**config.mk**
```make
export PLATFORM = sky130hd
export DESIGN_NAME = sfx_player
export DESIGN_NICKNAME = d
export VERILOG_FILES = /design/src/rtl/sfx_pkg.sv /design/src/rtl/sfx_tick_gen.sv /design/src/rtl/sfx_seq.sv /design/src/rtl/sfx_adpcm_dec.sv /design/src/rtl/sfx_player.sv
export SDC_FILE = /design/constraint.sdc
export NUM_CORES = 1
export LEC_CHECK = 0
export ABC_AREA = 1
export BUFFER_PORTS_ARGS = -buffer_cell sky130_fd_sc_hd__buf_2
export CAP_MARGIN = 30
export CORE_MARGIN = 2
export CORE_UTILIZATION = 27
export DETAILED_ROUTE_END_ITERATION = 8
export PLACE_DENSITY_LB_ADDON = 0.08
export SYNTH_ARGS = -nofsm -noshare
export SYNTH_HDL_FRONTEND = slang
export SYNTH_SLANG_ARGS = --single-unit
```
**constraint.sdc**
```tcl
create_clock -name clk -period 13.9 [get_ports clk]
set_input_delay 0.695 -clock clk [delete_from_list [all_inputs] [get_ports clk]]
set_output_delay 0.695 -clock clk [all_outputs]
set_load 0.005 [all_outputs]
```
**src/rtl/sfx_pkg.sv**
```systemverilog
package sfx_pkg;

    localparam int PCM_W   = 12;
    localparam int IDX_MAX = 48;
    localparam int PCM_MAX = 2047;
    localparam int PCM_MIN = -2048;

    typedef enum logic [1:0] {
        CLIP_KEY  = 2'd0,
        CLIP_BELL = 2'd1,
        CLIP_TAPE = 2'd2,
        CLIP_NONE = 2'd3
    } clip_e;

    typedef enum logic [1:0] {
        S_IDLE  = 2'd0,
        S_PLAY  = 2'd1,
        S_DRAIN = 2'd2
    } play_state_e;

    typedef logic signed [PCM_W-1:0] pcm_t;
    typedef logic [5:0]              idx_t;
    typedef logic [10:0]             step_t;

    typedef struct packed {
        logic       valid;
        logic [3:0] code;
    } nib_t;

    function automatic step_t step_of(idx_t i);
        case (i)
            6'd0:  return 11'd16;   6'd1:  return 11'd17;   6'd2:  return 11'd19;
            6'd3:  return 11'd21;   6'd4:  return 11'd23;   6'd5:  return 11'd25;
            6'd6:  return 11'd28;   6'd7:  return 11'd31;   6'd8:  return 11'd34;
            6'd9:  return 11'd37;   6'd10: return 11'd41;   6'd11: return 11'd45;
            6'd12: return 11'd50;   6'd13: return 11'd55;   6'd14: return 11'd60;
            6'd15: return 11'd66;   6'd16: return 11'd73;   6'd17: return 11'd80;
            6'd18: return 11'd88;   6'd19: return 11'd97;   6'd20: return 11'd107;
            6'd21: return 11'd118;  6'd22: return 11'd130;  6'd23: return 11'd143;
            6'd24: return 11'd157;  6'd25: return 11'd173;  6'd26: return 11'd190;
            6'd27: return 11'd209;  6'd28: return 11'd230;  6'd29: return 11'd253;
            6'd30: return 11'd279;  6'd31: return 11'd307;  6'd32: return 11'd337;
            6'd33: return 11'd371;  6'd34: return 11'd408;  6'd35: return 11'd449;
            6'd36: return 11'd494;  6'd37: return 11'd544;  6'd38: return 11'd598;
            6'd39: return 11'd658;  6'd40: return 11'd724;  6'd41: return 11'd796;
            6'd42: return 11'd876;  6'd43: return 11'd963;  6'd44: return 11'd1060;
            6'd45: return 11'd1166; 6'd46: return 11'd1282; 6'd47: return 11'd1411;
            default: return 11'd1552;
        endcase
    endfunction

    function automatic idx_t next_idx(idx_t i, logic [2:0] mag);
        int n;
        n = int'(i) + (mag[2] ? 2 * (int'(mag[1:0]) + 1) : -1);
        if (n < 0)       n = 0;
        if (n > IDX_MAX) n = IDX_MAX;
        return idx_t'(n);
    endfunction

    function automatic pcm_t next_pred(pcm_t p, step_t step, logic [3:0] c);
        int d;
        int s;
        d = int'(step) >> 3;
        if (c[2]) d = d + int'(step);
        if (c[1]) d = d + (int'(step) >> 1);
        if (c[0]) d = d + (int'(step) >> 2);
        s = int'(p) + (c[3] ? -d : d);
        if (s > PCM_MAX) s = PCM_MAX;
        if (s < PCM_MIN) s = PCM_MIN;
        return pcm_t'(s);
    endfunction

endpackage

```
**src/rtl/sfx_tick_gen.sv**
```systemverilog
module sfx_tick_gen #(
    parameter int DIV = 4000
) (
    input  logic clk,
    input  logic rst,
    input  logic clr,
    output logic tick
);
    localparam int CW = (DIV > 2) ? $clog2(DIV) : 1;

    logic [CW-1:0] cnt;

    assign tick = (cnt == CW'(DIV - 1));

    always_ff @(posedge clk) begin
        if (rst || clr || tick) cnt <= '0;
        else                    cnt <= cnt + 1'b1;
    end
endmodule

```
**src/rtl/sfx_seq.sv**
```systemverilog
module sfx_seq
    import sfx_pkg::*;
#(
    parameter int ADDR_W    = 16,
    parameter int LEN_W     = 17,
    parameter int KEY_BASE  = 0,
    parameter int KEY_LEN   = 4160,
    parameter int BELL_BASE = 4160,
    parameter int BELL_LEN  = 19854,
    parameter int TAPE_BASE = 24014,
    parameter int TAPE_LEN  = 41448
) (
    input  logic              clk,
    input  logic              rst,
    input  logic              req_valid,
    input  logic [1:0]        req_clip,
    input  logic              tick,
    input  logic [7:0]        rom_data,
    output logic [ADDR_W-1:0] rom_addr,
    output logic              busy,
    output logic              accept,
    output logic              dec_clr,
    output nib_t              nib,
    output logic              nib_hi
);
    play_state_e       state;
    logic [ADDR_W-1:0] ptr;
    logic [LEN_W-1:0]  left;
    logic [ADDR_W-1:0] sel_base;
    logic [LEN_W-1:0]  sel_len;

    always_comb begin
        case (clip_e'(req_clip))
            CLIP_BELL: begin sel_base = ADDR_W'(BELL_BASE); sel_len = LEN_W'(BELL_LEN); end
            CLIP_TAPE: begin sel_base = ADDR_W'(TAPE_BASE); sel_len = LEN_W'(TAPE_LEN); end
            default:   begin sel_base = ADDR_W'(KEY_BASE);  sel_len = LEN_W'(KEY_LEN);  end
        endcase
    end

    assign accept = req_valid && (clip_e'(req_clip) != CLIP_NONE) &&
                    ((state == S_IDLE) || (clip_e'(req_clip) == CLIP_BELL));

    assign busy      = (state != S_IDLE);
    assign rom_addr  = ptr;
    assign nib.valid = tick && (state == S_PLAY) && !accept;
    assign nib.code  = nib_hi ? rom_data[7:4] : rom_data[3:0];
    assign dec_clr   = accept || (tick && (state == S_DRAIN));

    always_ff @(posedge clk) begin
        if (rst) begin
            state  <= S_IDLE;
            ptr    <= '0;
            left   <= '0;
            nib_hi <= 1'b1;
        end else if (accept) begin
            state  <= S_PLAY;
            ptr    <= sel_base;
            left   <= sel_len;
            nib_hi <= 1'b1;
        end else if (tick) begin
            case (state)
                S_PLAY: begin
                    nib_hi <= !nib_hi;
                    if (!nib_hi) begin
                        ptr  <= ptr + 1'b1;
                        left <= left - 1'b1;
                        if (left == LEN_W'(1)) state <= S_DRAIN;
                    end
                end
                S_DRAIN: state <= S_IDLE;
                default: state <= S_IDLE;
            endcase
        end
    end
endmodule

```
**src/rtl/sfx_adpcm_dec.sv**
```systemverilog
module sfx_adpcm_dec
    import sfx_pkg::*;
(
    input  logic clk,
    input  logic rst,
    input  logic clr,
    input  nib_t nib,
    output pcm_t pcm,
    output idx_t step_idx
);
    always_ff @(posedge clk) begin
        if (rst || clr) begin
            pcm      <= '0;
            step_idx <= '0;
        end else if (nib.valid) begin
            pcm      <= next_pred(pcm, step_of(step_idx), nib.code);
            step_idx <= next_idx(step_idx, nib.code[2:0]);
        end
    end
endmodule

```
**src/rtl/sfx_player.sv**
```systemverilog
module sfx_player
    import sfx_pkg::*;
#(
    parameter int ADDR_W    = 16,
    parameter int TICK_DIV  = 4000,
    parameter int KEY_BASE  = 0,
    parameter int KEY_LEN   = 4160,
    parameter int BELL_BASE = 4160,
    parameter int BELL_LEN  = 19854,
    parameter int TAPE_BASE = 24014,
    parameter int TAPE_LEN  = 41448
) (
    input  logic                    clk,
    input  logic                    rst,
    input  logic                    req_valid,
    input  logic [1:0]              req_clip,
    output logic [ADDR_W-1:0]       rom_addr,
    input  logic [7:0]              rom_data,
    output logic                    busy,
    output logic signed [PCM_W-1:0] pcm_out
);
    localparam int MAX_KB  = (KEY_LEN > BELL_LEN) ? KEY_LEN : BELL_LEN;
    localparam int MAX_LEN = (MAX_KB > TAPE_LEN) ? MAX_KB : TAPE_LEN;
    localparam int LEN_W   = $clog2(MAX_LEN + 1);

    logic tick;
    logic accept;
    logic dec_clr;
    logic nib_hi;
    nib_t nib;
    pcm_t pcm;
    idx_t step_idx;
    logic nib_valid;

    assign nib_valid = nib.valid;
    assign pcm_out   = pcm;

    sfx_tick_gen #(.DIV(TICK_DIV)) u_tick (
        .clk  (clk),
        .rst  (rst),
        .clr  (accept),
        .tick (tick)
    );

    sfx_seq #(
        .ADDR_W   (ADDR_W),
        .LEN_W    (LEN_W),
        .KEY_BASE (KEY_BASE),
        .KEY_LEN  (KEY_LEN),
        .BELL_BASE(BELL_BASE),
        .BELL_LEN (BELL_LEN),
        .TAPE_BASE(TAPE_BASE),
        .TAPE_LEN (TAPE_LEN)
    ) u_seq (
        .clk      (clk),
        .rst      (rst),
        .req_valid(req_valid),
        .req_clip (req_clip),
        .tick     (tick),
        .rom_data (rom_data),
        .rom_addr (rom_addr),
        .busy     (busy),
        .accept   (accept),
        .dec_clr  (dec_clr),
        .nib      (nib),
        .nib_hi   (nib_hi)
    );

    sfx_adpcm_dec u_dec (
        .clk      (clk),
        .rst      (rst),
        .clr      (dec_clr),
        .nib      (nib),
        .pcm      (pcm),
        .step_idx (step_idx)
    );
endmodule

```
* Word-level counts from Yosys, hierarchy flattened
Memory sizes are Yosys's and may differ from the RTL's. A register that Yosys moved wholly into a read port is not among the register bits.
Index checks and enable logic that the tools add are counted.
** Operators by class
- $mul :: 0
- Magnitude comparators :: 4
- Shift operators :: 0
- $add $sub $neg :: 10
- Divide/modulo/power cells :: 0
- Reductions and logical operators :: 21
- Bitwise operators :: 0
- Multiplexer cells :: 39
- Eq/ne operators :: 12
** Operators with widths (number)
- $mux 32 :: 17
- $mux 16 :: 8
- $add 12x32->32 :: 1
- $add 32x10->32 :: 1
- $add 32x11->32 :: 1
- $add 7x32->32 :: 1
- $gt 32x12->1 const B :: 1
- $gt 32x7->1 const B :: 1
- $lt 32x1->1 const B :: 1
- $lt 32x12->1 const B :: 1
- $neg 32->32 :: 1
- $pmux 16 s2 :: 1
- $pmux 15 s2 :: 1
- $mux 11 :: 2
- $mux 6 :: 3
- $add 16x1->16 const B :: 1
- $eq 16x1->1 const B :: 1
- $sub 16x1->16 const B :: 1
- $add 12x1->12 const B :: 1
- $add 8x11->12 :: 1
- $eq 12x12->1 const B :: 1
- $mux 12 :: 1
- $reduce_and 3->1 :: 3
- $mux 2 :: 3
- other kinds (15) :: 32
** Word-level totals
- RAM bits :: 0
- Input port bits :: 13
- Output and inout bits :: 29
- Register bits after elaboration :: 65
- Bits in read-only memories :: 704
- Latch bits :: 0
- Memories :: 1
** Memories
- (name not given) :: depth 64, width 11, read ports 1, clocked after Yosys merged registers in 1, write ports 0, line sfx_pkg.sv:31 : case (i)

* Logic depth before layout (Yosys ltp)
Gate-level depths: netlist of the first run.
- Word-level depth :: 28
- Gate-level depth with buffers :: 55
- Depth with buffers taken out :: 54

* Modules after synthesis
A second synthesis of the first run with hierarchy kept.
** Second synthesis, totals
- Cell total of the unflattened synthesis :: 1717
- Area, all modules :: 9795.6 sq um
** By module, submodules not included
- sfx_adpcm_dec :: instances 1, cells each 1291, area an instance 7021.7 sq um, sequential area each 580.6 sq um
- sfx_seq :: instances 1, cells each 346, area an instance 2165.8 sq um, sequential area each 700.7 sq um
- sfx_tick_gen :: instances 1, cells each 80, area an instance 608.1 sq um, sequential area each 240.2 sq um

* Worst setup path before layout of the first run
Ideal clock, no wire load.
- Path kind :: reg2reg
- From :: register with a tool-made name
- To :: register u_dec.pcm[8]
- Setup time :: 70 ps
- Path buffers :: 1
- Stages on the path, launching flop included :: 47
- Path slack :: 7434 ps
- Required time :: 13830 ps
- Arrival :: 6396 ps
- Cells stage by stage :: dfxtp_1 ha_1 fa_1 nand2_1 o21ai_2 xor2_1 nand2_1 o21ai_0 ha_1 a21oi_1 o21ai_1 a21oi_1 inv_1 or2_2 nand3_1 nand2_1 ha_1 nand2_1 [11 not listed] inv_1 nor2_1 ha_1 nand2_1 nor2_1 and2_1 nand3_1 nand3_1 nand2_1 nand2_1 xor2_1 nor2_1 nand3_1 nand2_1 buf_4 nand2_1 nand3_1 a21oi_1
** RTL lines
- to (signal assigned) :: line sfx_adpcm_dec.sv:16 : pcm <= next_pred(pcm, step_of(step_idx), nib.code);
- to (decl) :: line sfx_adpcm_dec.sv:8 : output pcm_t pcm,

==> impl_results.md, run 1 <==
- CTS resizes: 0
- H-Tree Depth: 3
- Overall routing resource usage: 16.9%
- Via count: 9921
- Crit share post-route: 57.8%
- Hold path endpoint: u_tick.cnt[0]
- Synth area leader: nand2_1
- Crit-path max cell delay: 0.46 ns
- Worst Setup Path Type: flip-flop to flip-flop
- Clk_skew: 0.0118 ns
- Clk_lat worst skew: 0.35 ns
- # IOs: 42
- Remaining global-route overflow: 0
- Worst-path clk slew: 0.06 ns
- Pwr per Cell Area: 58.4 nW/um2
- Syn Inst Count: 1607
- Layout area overhead: 10.3%
- Relative slew slack: 42.3%
- Most frequent CP cell: nand2_1
- Worst setup SP type: flip-flop
- Post-synth top area share: 19.1%
- Cells on worst reg2reg path: 44
- I/O Buffers: 41
- Syn_area_per_cell: 5.86 um2
- Setup total negative slack: 0 ns
- First-pass GRT wire length: 48900 um
- Maxcap violations: 0
- 1st-iter DRT viols: 520
- CTS tree: built
- Slew Limit Fails: 0
- Buffer count from post-CTS setup fixing: 0
- Register area share after synthesis: 16.2%
- Worst path slowest cell: ha_1
- Leading post-synthesis cells by cell area: nand2_1 19%, dfxtp_1 16%, ha_1 12%, inv_1 10%, nand3_1 7.2%
- Post-Syn Area: 9410 um2
- Reg2Reg Setup Slack: 5.86 ns
- Final min period: 8.04 ns
- Die height: 191 um
- Num CTS Buffers: 9
- Final hold violations: 0
- CP max FO: 11
- Nets: 1744
- Number of global-route vias before repair: 9434
- CTS Sinks: 76
- CP top delay family: simple AND/OR/NAND/NOR gates
- Placer Congestion: 0.849
- Initial Util: 27.3%
- Worst Tran Pin Value: 0.864 ns
- Distinct cell type count after synthesis: 53
- TritonRoute pass-1 iters: 5
- Fmax achieved: 124 MHz
- Antenna-violating nets left: 0
- Pin count of the biggest net entering global routing: 25
- CTS Hold Buffers Added: 0
- WP buf/inv: 2
- Die X: 191 um
- Status: complete, no violations
- Initial antenna violation count: 0
- Crit path DAT: 8.27 ns
- Root buffer cell: clkbuf_16
- Clock Tree Buf Depth: 2
- Ant diodes: 0
- Crit. End Element: flip-flop
- Unrepaired setup endpoints after global routing: no
- Static leakage: 5.31 nW
- Final setup vio count: 0
- Total die area: 36400 um2
- Num rows: 68
- Detail-routed via count per cell: 4.73
- HP Class: flip-flop to flip-flop
- Worst Hold Launch: u_tick.cnt[0]
- Hold depth: 1
- Post-Synthesis Net Count: 1713
- Required time worst endpoint: 14.13 ns
- Share of post-route cells with drive strength above 1: 7.79%
- DR DRC count: 0
- Reg2reg end: u_dec.pcm[4]
- Total power: 606 uW
- Core Footprint: 34500 um2
- Synth warn: 0
- Hpwl dp: 24500 um
- Seq cells post-synth: 76
- IR drop worst, VDD: 0.0590 mV
- Wire length per cell: 14.3 um
- Total wire length: 30100 um
==> cell families after synthesis <==
family	share of synthesized area, %
flops	16.2
fa+ha+maj	12.8
other cells	0.0399
xor+xnor	4.73
compound gates	14.0
buf+inv	12.2
simple gates	40.2
==> how the worst max path moves through the flow <==
stage	from	endpoint	slack, ns	depth (start not counted)
after floorplan	flip-flop	u_dec.pcm[8]	7.43	46
after global placement	rom_data[6]	u_dec.pcm[8]	6.01	44
after detailed placement	flip-flop	u_dec.pcm[1]	5.94	45
after CTS	flip-flop	u_dec.pcm[4]	5.89	45
after global routing	flip-flop	u_dec.pcm[9]	5.09	48
final	flip-flop	u_dec.pcm[4]	5.86	44
==> power by group <==
group / total (mW) / leakage (nW) / switching [mW] / internal, mW
Clock: 0.238 / 0.142 / 0.109 / 0.129
Sequential: 0.232 / 0.617 / 0.00680 / 0.225
Combinational: 0.136 / 4.56 / 0.0907 / 0.0449
Total: 0.606 / 5.31 / 0.207 / 0.399
==> metrics by stage <==
stage / area [um2] / setup WS [ns] / hold WS, ns / instances / util [%]
2_1_floorplan: 9410 / 7.43 / 0.418 / 1607 / -
3_3_place_gp: 10100 / 6.01 / 0.429 / 2082 / 29.3
3_5_place_dp: 10100 / 5.94 / 0.442 / 2082 / 29.3
4_1_cts: 10400 / 5.89 / 0.455 / 2098 / 30.1
5_1_grt: 10400 / 5.09 / 0.487 / 2098 / 30.1
6_report: 10400 / 5.86 / 0.450 / 2098 / 30.1
==> area by class of cell <==
class / instances / area [um2]
repair buffers: 46 / 243
fillers: 3969 / 24100
clock inverters: 6 / 53.8
inverters: 264 / 1000
clock buffers: 10 / 239
well taps: 455 / 569
flip-flops and latches: 76 / 1520
multi-input cells: 1241 / 6750
==> synthesized netlist by cell type (all sizes together) <==
library cell / count
a31oi: 2
nor2: 160
and2: 4
nand3: 141
nand4: 28
inv: 262
clkinv: 1
clkbuf: 12
nor3b: 3
o41ai: 1
o221a: 2
o21a: 5
a21oi: 101
a221oi: 6
nor3: 24
or2: 6
a211oi: 4
a21o: 3
o211a: 1
nand3b: 9
dfxtp: 76
nand2: 496
o221ai: 1
o22ai: 4
bufinv: 1
buf: 14
xor2: 29
nor4: 6
ha: 88
fa: 5
o21ai: 74
o21bai: 5
o211ai: 11
xnor2: 21
conb: 1
==> layout by cell type (no fill, tap or decap), drive strengths merged, types with 2 or more instances in the layout <==
master  instances
o21bai          5
a211oi          4
nand3         141
buf            46
o221a           2
and2            4
ha             88
o211ai         11
nor3b           3
a21o            3
nor2          160
clkbuf         10
inv           265
clkinv          3
xor2           29
nand3b          9
o21a            5
nor4            6
a31oi           2
a221oi          6
or2             6
nand4          28
nand2         496
o22ai           4
o21ai          74
nor3           24
xnor2          21
fa              5
dfxtp          76
a21oi         101
==> per-layer routing <==
| layer | track usage (%) | wire [um] | vias to the layer above |
|---|---|---|---|
| met2 | 29.4 | 14200 | 143 |
| met1 | 22.1 | 14600 | 4519 |
| li1 | - | - | 5229 |
| met4 | 4.23 | 528 | 0 |
| met5 | 0 | 0 | - |
| met3 | 1.75 | 724 | 30 |
No activity file was read; power rests on OpenSTA's default activity.
==> inputs of run 2 (changes only) <==
ABC_AREA = 0   (was 1)
clock period = 7.9 ns   (was 13.9 ns; I/O delays follow)
==> run 2 against run 1 <==
Via count shrank 5.4%. Synthesized cell count shrank 24%. Final area up 7.0%. Total power up 78%. Synthesized area decreased by 4.6%. Sequential power up 75%. Non-clock buffer count is 127 higher.
==> impl_results.md, run 2 <==
- Setup total negative slack: 0 ns (unchanged)
- Pin count of the biggest net entering global routing: 25 (unchanged)
- Layout area overhead: 23.6%
- Initial Util: 27.5% (+0.22 points)
- CTS tree: built
- Worst Setup Path Type: flip-flop to flip-flop
- Most frequent cells after synthesis: 128 x nor2_1, 126 x nand2_1, 98 x a21oi_1
- Final hold violations: 0 (unchanged)
- Worst-path clk slew: 0.07 ns (about the same)
- Total wire length: 29700 um (-1.4%)
- TritonRoute pass-1 iters: 5 (unchanged)
- Final min period: 7.55 ns (-0.481 ns)
- Worst setup SP type: flip-flop
- HP Class: input port to flip-flop
- Ant diodes: 0 (unchanged)
- Synth Area in Adders: 13.4% (+0.61 points)
- Crit-path max cell delay: 0.59 ns (+0.13 ns)
- Hold depth: 2 (+1)
- Detail-routed via count per cell: 5.20 (+10%)
- Slew Limit Fails: 0 (unchanged)
- Worst path slowest cell: or4b_4
- Remaining global-route overflow: 0 (unchanged)
- Xor and xnor area share after synthesis: 7.70% (+3.0 points)
- Root buffer cell: clkbuf_16
- Crit path DAT: 7.79 ns (-0.48 ns)
- Placed Instance Area: 10400 um2 (+3.5%)
- Share of post-route cells with drive strength above 1: 20.0% (+12 points)
- I/O Buffers: 41 (unchanged)
- Maxcap violations: 0 (unchanged)
- Main flop type after synthesis: dfxtp_1
- Reg2Reg Setup Slack: 0.35 ns (-5.52 ns)
- Syn Inst Count: 1227 (-24%)
- Proportion of synthesized area in mux cells: 2.19% (+2.2 points)
- Nets: 1463 (-16%)
- Overall routing resource usage: 16.6% (-0.28 points)
- Core Footprint: 32600 um2 (-5.3%)
- Total die area: 34700 um2 (-4.5%)
- Synth Area in Simple Gates: 24.5% (-16 points)
- Cells on worst reg2reg path: 33 (-25%)
- DR DRC count: 0 (unchanged)
- Distinct cell type count after synthesis: 87 (+64%)
- Number of synthesized flops with an enable pin: 0 (unchanged)
- # IOs: 42 (unchanged)
- Inst Count DP: 1780 (-15%)
- Register area share after synthesis: 16.9% (+0.77 points)
- Worst Hold Launch: rst
- Initial antenna violation count: 0 (unchanged)
- 1st-iter DRT viols: 585 (+13%)
- Hold path endpoint: u_seq.left[2]
- FFs w/ async S/R, synth: 0% (unchanged)
- Most common cell after layout, fill and taps aside: buf_4
- Clk_lat worst skew: 0.35 ns (about the same)
- Wire length per cell: 16.4 um (+15%)
- Via count: 9385 (-5.4%)
- Seq cells post-synth: 76 (unchanged)
- Pwr per Cell Area: 97.1 nW/um2 (+66%)
- Commonest non-fill, non-tap cells in the layout: 131 x buf_4, 128 x nor2_1, 125 x nand2_1
- Final worst setup slack: 0.346 ns (-5.52 ns)
- Top-count cell post-synth: nor2_1
- Num CTS Buffers: 9 (unchanged)
- Crit share post-route: 95.6% (+38 points)
- Relative slew slack: 44.1% (+1.8 points)
- Placer Congestion: 0.836 (-1.6%)
- Total power: 1.08 mW (+78%)
- Final Cell Area: 11100 um2 (+7.0%)
- Num rows: 66 (-2.9%)
- Leading post-synthesis cells by cell area: dfxtp_1 17%, ha_1 12%, a21oi_1 5.5%, nor2_1 5.3%, nand2_1 5.3%
- Synth Area in Compound Gates: 30.1% (+16 points)
- CP max FO: 6 (-5)
- Dpl ws: -0.163 ns (-6.10 ns)
- CTS Hold Buffers Added: 0 (unchanged)
- Status: complete, no violations
- Synth warn: 0 (unchanged)
- Hpwl dp: 23400 um (-4.3%)
- Clk_skew: 0.0115 ns (-0.000326 ns)
- Post-Syn Area: 8980 um2 (-4.6%)
- Number of global-route vias before repair: 8685 (-7.9%)
- Post-Synthesis Net Count: 1333 (-22%)
- Antenna-violating nets left: 0 (unchanged)
- H-Tree Depth: 3 (unchanged)
- Final setup vio count: 0 (unchanged)
- Combinational family with the most area after synthesis: compound AO/OA/AOI/OAI gates
- Synth area leader: dfxtp_1
- Required time worst endpoint: 8.14 ns (-5.99 ns)
- Die height: 186 um (-2.3%)
- Min Hold Slack: 0.392 ns (-0.0582 ns)
- Syn_area_per_cell: 7.32 um2 (+25%)
- Crit. End Element: flip-flop
- Reg2reg end: u_dec.pcm[3]
- IR drop worst, VDD: 0.104 mV (+76%)
- CTS Sinks: 76 (unchanged)
- Post-synth top area share: 16.9% (-2.2 points)
- First-pass GRT wire length: 47000 um (-3.7%)
- Fmax achieved: 132 MHz (+6.4%)
- Most frequent CP cell: ha_1
- Worst Tran Pin Value: 0.837 ns (-0.0276 ns)
- Static leakage: 4.81 nW (-9.5%)
- Final Core Density: 34.0% (+3.9 points)
- Clock Tree Buf Depth: 2 (unchanged)
- Die X: 186 um (-2.3%)
- Fin cells: 1804 (-14%)
==> run 2: cell families (layout without fill, tap and decap cells) <==
group,Yosys count,in the layout
AO/OA/AOI/OAI,395,395
multiplexers,19,19
flip-flops,76,76
adder cells (fa/ha/maj),93,93
buffers and inverters,113,247
AND/OR/NAND/NOR,451,452
other,1,1
XOR/XNOR,79,79
==> run 2: critical path, delay by kind of cell, from the launching register on <==
kind                     cells  cell delay, ns
AO/OA/AOI/OAI               17            2.92
AND/OR/NAND/NOR              9            2.35
adder cells (fa/ha/maj)      5            1.60
flip-flops                   1            0.30
buffers and inverters        1            0.15
XOR/XNOR                     1            0.13
==> run 2: worst max-delay path by stage <==
stage	start	endpoint	slack, ns	depth (start not counted)
final	flip-flop	u_dec.pcm[3]	0.35	33
after global routing	flip-flop	u_dec.pcm[7]	-0.03	36
after global placement	flip-flop	u_dec.pcm[1]	-0.15	33
after CTS	flip-flop	u_dec.pcm[1]	0.05	34
after detailed placement	flip-flop	u_dec.pcm[8]	-0.16	33
after floorplan	rom_data[6]	u_dec.pcm[1]	0.18	35
==> run 2: timing repair <==
action	CTS	global route
endpoints found under the setup margin	11	12
resized for setup	4	68
setup buffers	0	6
gates cloned	0	2
pin swaps	0	29
==> run 2: layout make-up <==
class | instances | area (um2)
Clock inverter | 5 | 82.6
Multi-Input combinational cell | 1039 | 7280
Timing Repair Buffer | 173 | 1200
Clock buffer | 11 | 243
Fill cell | 3506 | 21500
Inverter | 58 | 218
Sequential cell | 76 | 1520
Tap cell | 442 | 553
==> run 2: report_power, final <==
part,switching (mW),leakage (nW),internal [mW],total [mW]
clock network,0.180,0.160,0.287,0.466
logic,0.124,4.03,0.0837,0.207
registers,0.0108,0.616,0.394,0.405
==> run 2: metal layers <==
layer	share of wire, %	global-route usage (%)	up-vias	routed length [um]
met1	53	24.4	4403	15600
li1	-	-	4790	-
met5	0	0	-	0
met4	1.1	2.80	0	333
met3	3.0	2.33	23	898
met2	43	25.9	169	12800
